==> src/rtl/ocPkg.sv <==
package ocPkg;
  localparam int CNT_W = 16;

  typedef enum logic [1:0] {
    ACT_NONE   = 2'b00,
    ACT_TOGGLE = 2'b01,
    ACT_LOW    = 2'b10,
    ACT_HIGH   = 2'b11
  } pinAction_e;

  typedef struct packed {
    logic applyAction;
    logic setFlag;
    logic clrFlag;
    logic loadCmp;
    logic loadCfg;
  } ocStrobes_t;
endpackage

==> src/rtl/ocCtrl.sv <==
module ocCtrl
  import ocPkg::*;
#(
  parameter int W = CNT_W
) (
  input  logic         clk,
  input  logic         rstN,
  input  logic         cntTick,
  input  logic [W-1:0] cntValue,
  input  logic [W-1:0] cmpValue,
  input  logic         cmpWrEn,
  input  logic         cfgWrEn,
  input  logic         flagWr,
  input  logic         flagWrData,
  input  logic         forceStb,
  output ocStrobes_t   stb
);
  logic isMatch;

  // Equality only counts on the cycle the count steps.
  assign isMatch = cntTick && (cntValue == cmpValue);

  always_comb begin
    stb             = '0;
    stb.applyAction = isMatch || forceStb;
    stb.setFlag     = isMatch;
    stb.clrFlag     = flagWr && flagWrData;
    stb.loadCmp     = cmpWrEn;
    stb.loadCfg     = cfgWrEn;
  end

  // without a count step or force, nothing is applied
  a_r7_no_tick_no_action : assert property (@(posedge clk) disable iff (!rstN)
    (!cntTick && !forceStb) |-> !stb.applyAction);

  // a force alone never sets the flag
  a_r6_force_no_flag : assert property (@(posedge clk) disable iff (!rstN)
    (forceStb && !cntTick) |-> !stb.setFlag);
endmodule

==> src/rtl/ocDatapath.sv <==
module ocDatapath
  import ocPkg::*;
#(
  parameter int W = CNT_W
) (
  input  logic         clk,
  input  logic         rstN,
  input  ocStrobes_t   stb,
  input  logic [W-1:0] cmpWrData,
  input  logic [1:0]   cfgAction,
  input  logic         cfgIrqEn,
  output logic [W-1:0] cmpValue,
  output logic         flagOut,
  output logic         irqReq,
  output logic         pinOut
);
  localparam logic [W-1:0] CMP_RST = '1;

  logic [W-1:0] cmpReg;
  pinAction_e   actReg;
  logic         irqEnReg;
  logic         flagReg;
  logic         pinReg;
  logic         pinNext;

  always_comb begin
    pinNext = pinReg;
    if (stb.applyAction) begin
      unique case (actReg)
        ACT_NONE:   pinNext = pinReg;
        ACT_TOGGLE: pinNext = !pinReg;
        ACT_LOW:    pinNext = 1'b0;
        ACT_HIGH:   pinNext = 1'b1;
        default:    pinNext = pinReg;
      endcase
    end
  end

  always_ff @(posedge clk) begin
    if (!rstN) begin
      cmpReg   <= CMP_RST;
      actReg   <= ACT_NONE;
      irqEnReg <= 1'b0;
      flagReg  <= 1'b0;
      pinReg   <= 1'b0;
    end else begin
      if (stb.loadCmp) cmpReg <= cmpWrData;
      if (stb.loadCfg) begin
        actReg   <= pinAction_e'(cfgAction);
        irqEnReg <= cfgIrqEn;
      end
      if (stb.setFlag)      flagReg <= 1'b1;
      else if (stb.clrFlag) flagReg <= 1'b0;
      pinReg <= pinNext;
    end
  end

  assign cmpValue = cmpReg;
  assign flagOut  = flagReg;
  assign irqReq   = flagReg && irqEnReg;
  assign pinOut   = pinReg;

  // toggle action inverts the pin
  a_r2_toggle_inverts : assert property (@(posedge clk) disable iff (!rstN)
    (stb.applyAction && actReg == ACT_TOGGLE) |=> (pinReg != $past(pinReg)));

  // no-change action holds the pin
  a_r2_none_holds : assert property (@(posedge clk) disable iff (!rstN)
    (actReg == ACT_NONE && !stb.loadCfg) |=> $stable(pinReg));

  // a match sets the flag, and set wins over clear
  a_r3_flag_set : assert property (@(posedge clk) disable iff (!rstN)
    stb.setFlag |=> flagReg);

  // a clear alone drops the flag
  a_r5_flag_clear : assert property (@(posedge clk) disable iff (!rstN)
    (stb.clrFlag && !stb.setFlag) |=> !flagReg);

  // the flag never rises without a match
  a_r3_no_spurious_flag : assert property (@(posedge clk) disable iff (!rstN)
    (!stb.setFlag && !flagReg) |=> !flagReg);

  // a request always implies a set flag
  a_r4_irq_needs_flag : assert property (@(posedge clk) disable iff (!rstN)
    irqReq |-> flagReg);
endmodule

==> src/rtl/ocChannel.sv <==
module ocChannel
  import ocPkg::*;
#(
  parameter int W = CNT_W
) (
  input  logic         clk,
  input  logic         rstN,
  input  logic         cntTick,
  input  logic [W-1:0] cntValue,
  input  logic         cmpWrEn,
  input  logic [W-1:0] cmpWrData,
  input  logic         cfgWrEn,
  input  logic [1:0]   cfgAction,
  input  logic         cfgIrqEn,
  input  logic         flagWr,
  input  logic         flagWrData,
  input  logic         forceStb,
  output logic [W-1:0] cmpValue,
  output logic         flagOut,
  output logic         irqReq,
  output logic         pinOut
);
  ocStrobes_t stb;

  ocCtrl #(.W(W)) ctrl_i (
    .clk(clk), .rstN(rstN), .cntTick(cntTick), .cntValue(cntValue),
    .cmpValue(cmpValue), .cmpWrEn(cmpWrEn), .cfgWrEn(cfgWrEn),
    .flagWr(flagWr), .flagWrData(flagWrData), .forceStb(forceStb),
    .stb(stb)
  );

  ocDatapath #(.W(W)) dp_i (
    .clk(clk), .rstN(rstN), .stb(stb), .cmpWrData(cmpWrData),
    .cfgAction(cfgAction), .cfgIrqEn(cfgIrqEn), .cmpValue(cmpValue),
    .flagOut(flagOut), .irqReq(irqReq), .pinOut(pinOut)
  );
endmodule

==> config.mk <==
export PLATFORM = sky130hd
export DESIGN_NAME = ocChannel
export DESIGN_NICKNAME = d
export VERILOG_FILES = /design/src/rtl/ocPkg.sv /design/src/rtl/ocCtrl.sv /design/src/rtl/ocDatapath.sv /design/src/rtl/ocChannel.sv
export SDC_FILE = /design/constraint.sdc
export NUM_CORES = 1
export LEC_CHECK = 0
export CORE_MARGIN = 2
export CORE_UTILIZATION = 32
export DETAILED_ROUTE_END_ITERATION = 10
export GPL_TIMING_DRIVEN = 0
export PLACE_DENSITY = 0.74
export SYNTH_ARGS = -nofsm -noshare
export SYNTH_HDL_FRONTEND = slang
export SYNTH_SLANG_ARGS = --single-unit
==> constraint.sdc <==
create_clock -name clk -period 1.35 [get_ports clk]
set_input_delay 0.27 -clock clk [delete_from_list [all_inputs] [get_ports clk]]
set_output_delay 0.27 -clock clk [all_outputs]
set_load 0.02 [all_outputs]
==> results.py <==
metrics = {
    "timing": {
        "setup_ws_ns": -0.0672,
        "hold_viol_final": 0,
        "slew_headroom": 0.700,
        "slew_violations": 0,
        "final.period_utilization": 1.05,
        "skew_ns": 0.00328,
        "setup_viol": 1,
        "whs_ns": 0.348,
        "tightest_slew_ns": 0.450,
        "rsz0062_at_grt": "yes",
        "final.min_clock_period_ns": 1.42,
        "fmax_mhz": 706,
    },
    "status": {
        "violations": "negative setup slack",
        "status": "complete, but fails checks",
    },
    "floorplan": {
        "ioPinCount": 62,
        "die_w_um": 59.5,
        "coreArea_sq_um": 3000,
        "die_y_um": 59.5,
        "core.rowCount": 20,
        "die_area_sq_um": 3550,
        "initial_core_util": 0.329,
    },
    "cts": {
        "clk_latency_ns": 0.30,
        "clkTransAtPathRegs_ns": 0.11,
        "cts_buffer_depth": 2,
        "tritoncts": "yes",
        "cts_buffers": 3,
        "h-tree-depth": 1,
        "numClockSinks": 21,
        "cts_root_buf": "clkbuf_4",
        "cts_hold_buffers": 0,
    },
    "synthesis": {
        "ys_seq_area_frac": 0.426,
        "syn_avg_cell_area_sq_um": 10.2,
        "netlist_area_sq_um": 987,
        "yosysWarningCount": 0,
        "ys_types": 18,
        "syn_nets": 140,
        "syn_inst": 97,
        "ys_seq_elements": 21,
    },
    "finish": {
        "final_nets": 207,
        "layout-drive-gt1-share": 0.129,
        "layout_commonest_cell": "clkdlybuf4s50_1",
        "multi_input_area_sq_um": 559,
        "fin_area_sq_um": 1650,
        "n_fill_cell": 283,
        "area_growth_pct": 67.6,
        "seqCellArea_sq_um": 424,
        "final_cell_mix": "38 x clkdlybuf4s50_1, 21 x mux2i_1, 18 x nand2_1, 18 x dfxtp_1, 13 x xnor2_1",
        "n_antenna_cell": 0,
    },
    "flow_run": {
        "maxCapViolCount": 0,
    },
    "worst_setup_path": {
        "cp.arrival_ns": 1.65,
        "cpMaxStageDelayCell": "dfxtp_2",
        "startpoint_type": "register",
        "crit_path_max_incr_delay_ns": 0.35,
        "worstPathCellList": "xor2_2, nor4_2, nand3_1, nor4_4, mux2i_1",
        "crit_family": "simple AND/OR/NAND/NOR gates",
        "cp-end-kind": "register",
        "worstSetupPathType": "reg -> reg",
        "worstPathMaxFanout": 2,
        "crit_buf_inv": 0,
        "cp.required_ns": 1.58,
        "r2r_slack_ns": -0.07,
    },
    "detailed_routing": {
        "post_drt_wl_per_cell_um": 13.1,
        "routed_wl_mm": 2.57,
        "vias": 899,
        "drtPass1Iterations": 2,
        "drt_iter0_drc": 12,
        "antenna_left": 0,
        "drc_errors": 0,
        "viasPerCell": 4.59,
    },
    "global_routing": {
        "antenna_found_initial": 0,
        "grt_remaining_overflow": 0,
        "grt_pass1_vias": 989,
        "grt_max_degree": 12,
        "grt_pass1_wl_mm": 4.17,
        "track_usage": 0.159,
    },
    "worst_hold_path": {
        "min_path_type": "in -> reg",
    },
    "pwr": {
        "power_mw": 1.34,
        "ir_worst_vdd_v": 0.000636,
        "p_leak_nw": 0.693,
        "power_density_nw_per_um2": 809,
    },
    "place": {
        "port_buffers": 60,
        "gp_congestion": 0.743,
        "dp_hpwl_mm": 2.13,
        "placed_area_sq_um": 1630,
    },
}
==> sequential cells by signal (all words and copies together) (netlist names) <==
| register | flops |
|---|---|
| dp_i.actReg | 2 |
| dp_i.cmpValue | 16 |
| dp_i.flagOut | 1 |
| dp_i.irqEnReg | 1 |
| dp_i.pinOut | 1 |
==> worst paths after layout <==
path / startpoint / to / depth (start not counted)
setup / recovery: dp_i.cmpValue[5]$_SDFFE_PN1P_ / dp_i.pinOut$_SDFFE_PN0P_ / 5
hold / removal: cmpWrEn / dp_i.cmpValue[7]$_SDFFE_PN1P_ / 3
setup reg to reg: dp_i.cmpValue[5]$_SDFFE_PN1P_ / dp_i.pinOut$_SDFFE_PN0P_ / 5
hold reg to reg: dp_i.irqEnReg$_SDFFE_PN0P_ / dp_i.irqEnReg$_SDFFE_PN0P_ / 2
==> per-stage QoR <==
| stage | setup slack, ns | util | TNS (ns) | std cells |
|---|---|---|---|---|
| after floorplan | 0.0162 | - | 0 | 97 |
| after CTS | -0.118 | 0.552 | -0.143 | 196 |
| after global routing | -0.197 | 0.551 | -0.329 | 196 |
| after global placement | -0.520 | 0.543 | -1.61 | 190 |
| final | -0.0672 | 0.551 | -0.0672 | 196 |
| after detailed placement | -0.570 | 0.543 | -2.39 | 190 |
==> report_power, final <==
part | internal [mW] | switching (mW)
Clock | 0.115 | 0.180
Combinational | 0.211 | 0.146
Sequential | 0.656 | 0.0307
==> area by class of cell <==
type | instances | area share
Sequential cell | 21 | 0.256
Clock buffer | 4 | 0.0159
Multi-Input combinational cell | 71 | 0.338
Tap cell | 33 | 0.0250
Buffer | 4 | 0.0106
Timing Repair Buffer | 62 | 0.352
Inverter | 1 | 0.00227
==> cell usage after synthesis (all sizes together) <==
| cell | instances | area [sq um] |
|---|---|---|
| a21boi | 1 | 7.51 |
| a21oi | 2 | 10.0 |
| inv | 1 | 3.75 |
| nand4 | 2 | 25.0 |
| o21a | 1 | 7.51 |
| mux2i | 21 | 210 |
| and2 | 1 | 6.26 |
| dfxtp | 21 | 420 |
| xnor2 | 13 | 114 |
| clkbuf | 2 | 7.51 |
| buf | 2 | 10.0 |
| nor4 | 2 | 27.5 |
| nand3 | 2 | 10.0 |
| nand2 | 18 | 67.6 |
| nor2b | 3 | 18.8 |
| nand2b | 1 | 6.26 |
| xor2 | 4 | 35.0 |
==> per-layer routing <==
layer / vias to the layer above / global-route usage / wire length (um)
met5: - / 0 / 0
met4: 0 / 0.0571 / 44
met3: 4 / 0.0546 / 175
met2: 33 / 0.292 / 1330
met1: 408 / 0.167 / 1020
li1: 454 / - / -
==> tightest hold or removal path, cell delays in order <==
cell	delay, ns
buf_2	0.20
mux2i_1	0.10
nand2_1	0.05
==> cells by family (layout without fill, tap and decap cells) <==
kind of cell | Yosys count | after routing | synth area share
AND/OR/NAND/NOR | 29 | 29 | 0.164
XOR/XNOR | 17 | 17 | 0.151
buffers and inverters | 5 | 71 | 0.0215
flip-flops | 21 | 21 | 0.426
AO/OA/AOI/OAI | 4 | 4 | 0.0254
multiplexers | 21 | 21 | 0.213
==> repair_timing <==
| item | 4_1_cts | 5_1_grt |
|---|---|---|
| buffers inserted | 2 | 0 |
| gates resized for setup | 27 | 18 |
| endpoints found under the setup margin | 21 | 16 |
| pin swaps | 3 | 1 |
| hold endpoints to repair | 0 | 0 |
(Power assumes the default switching activity.)
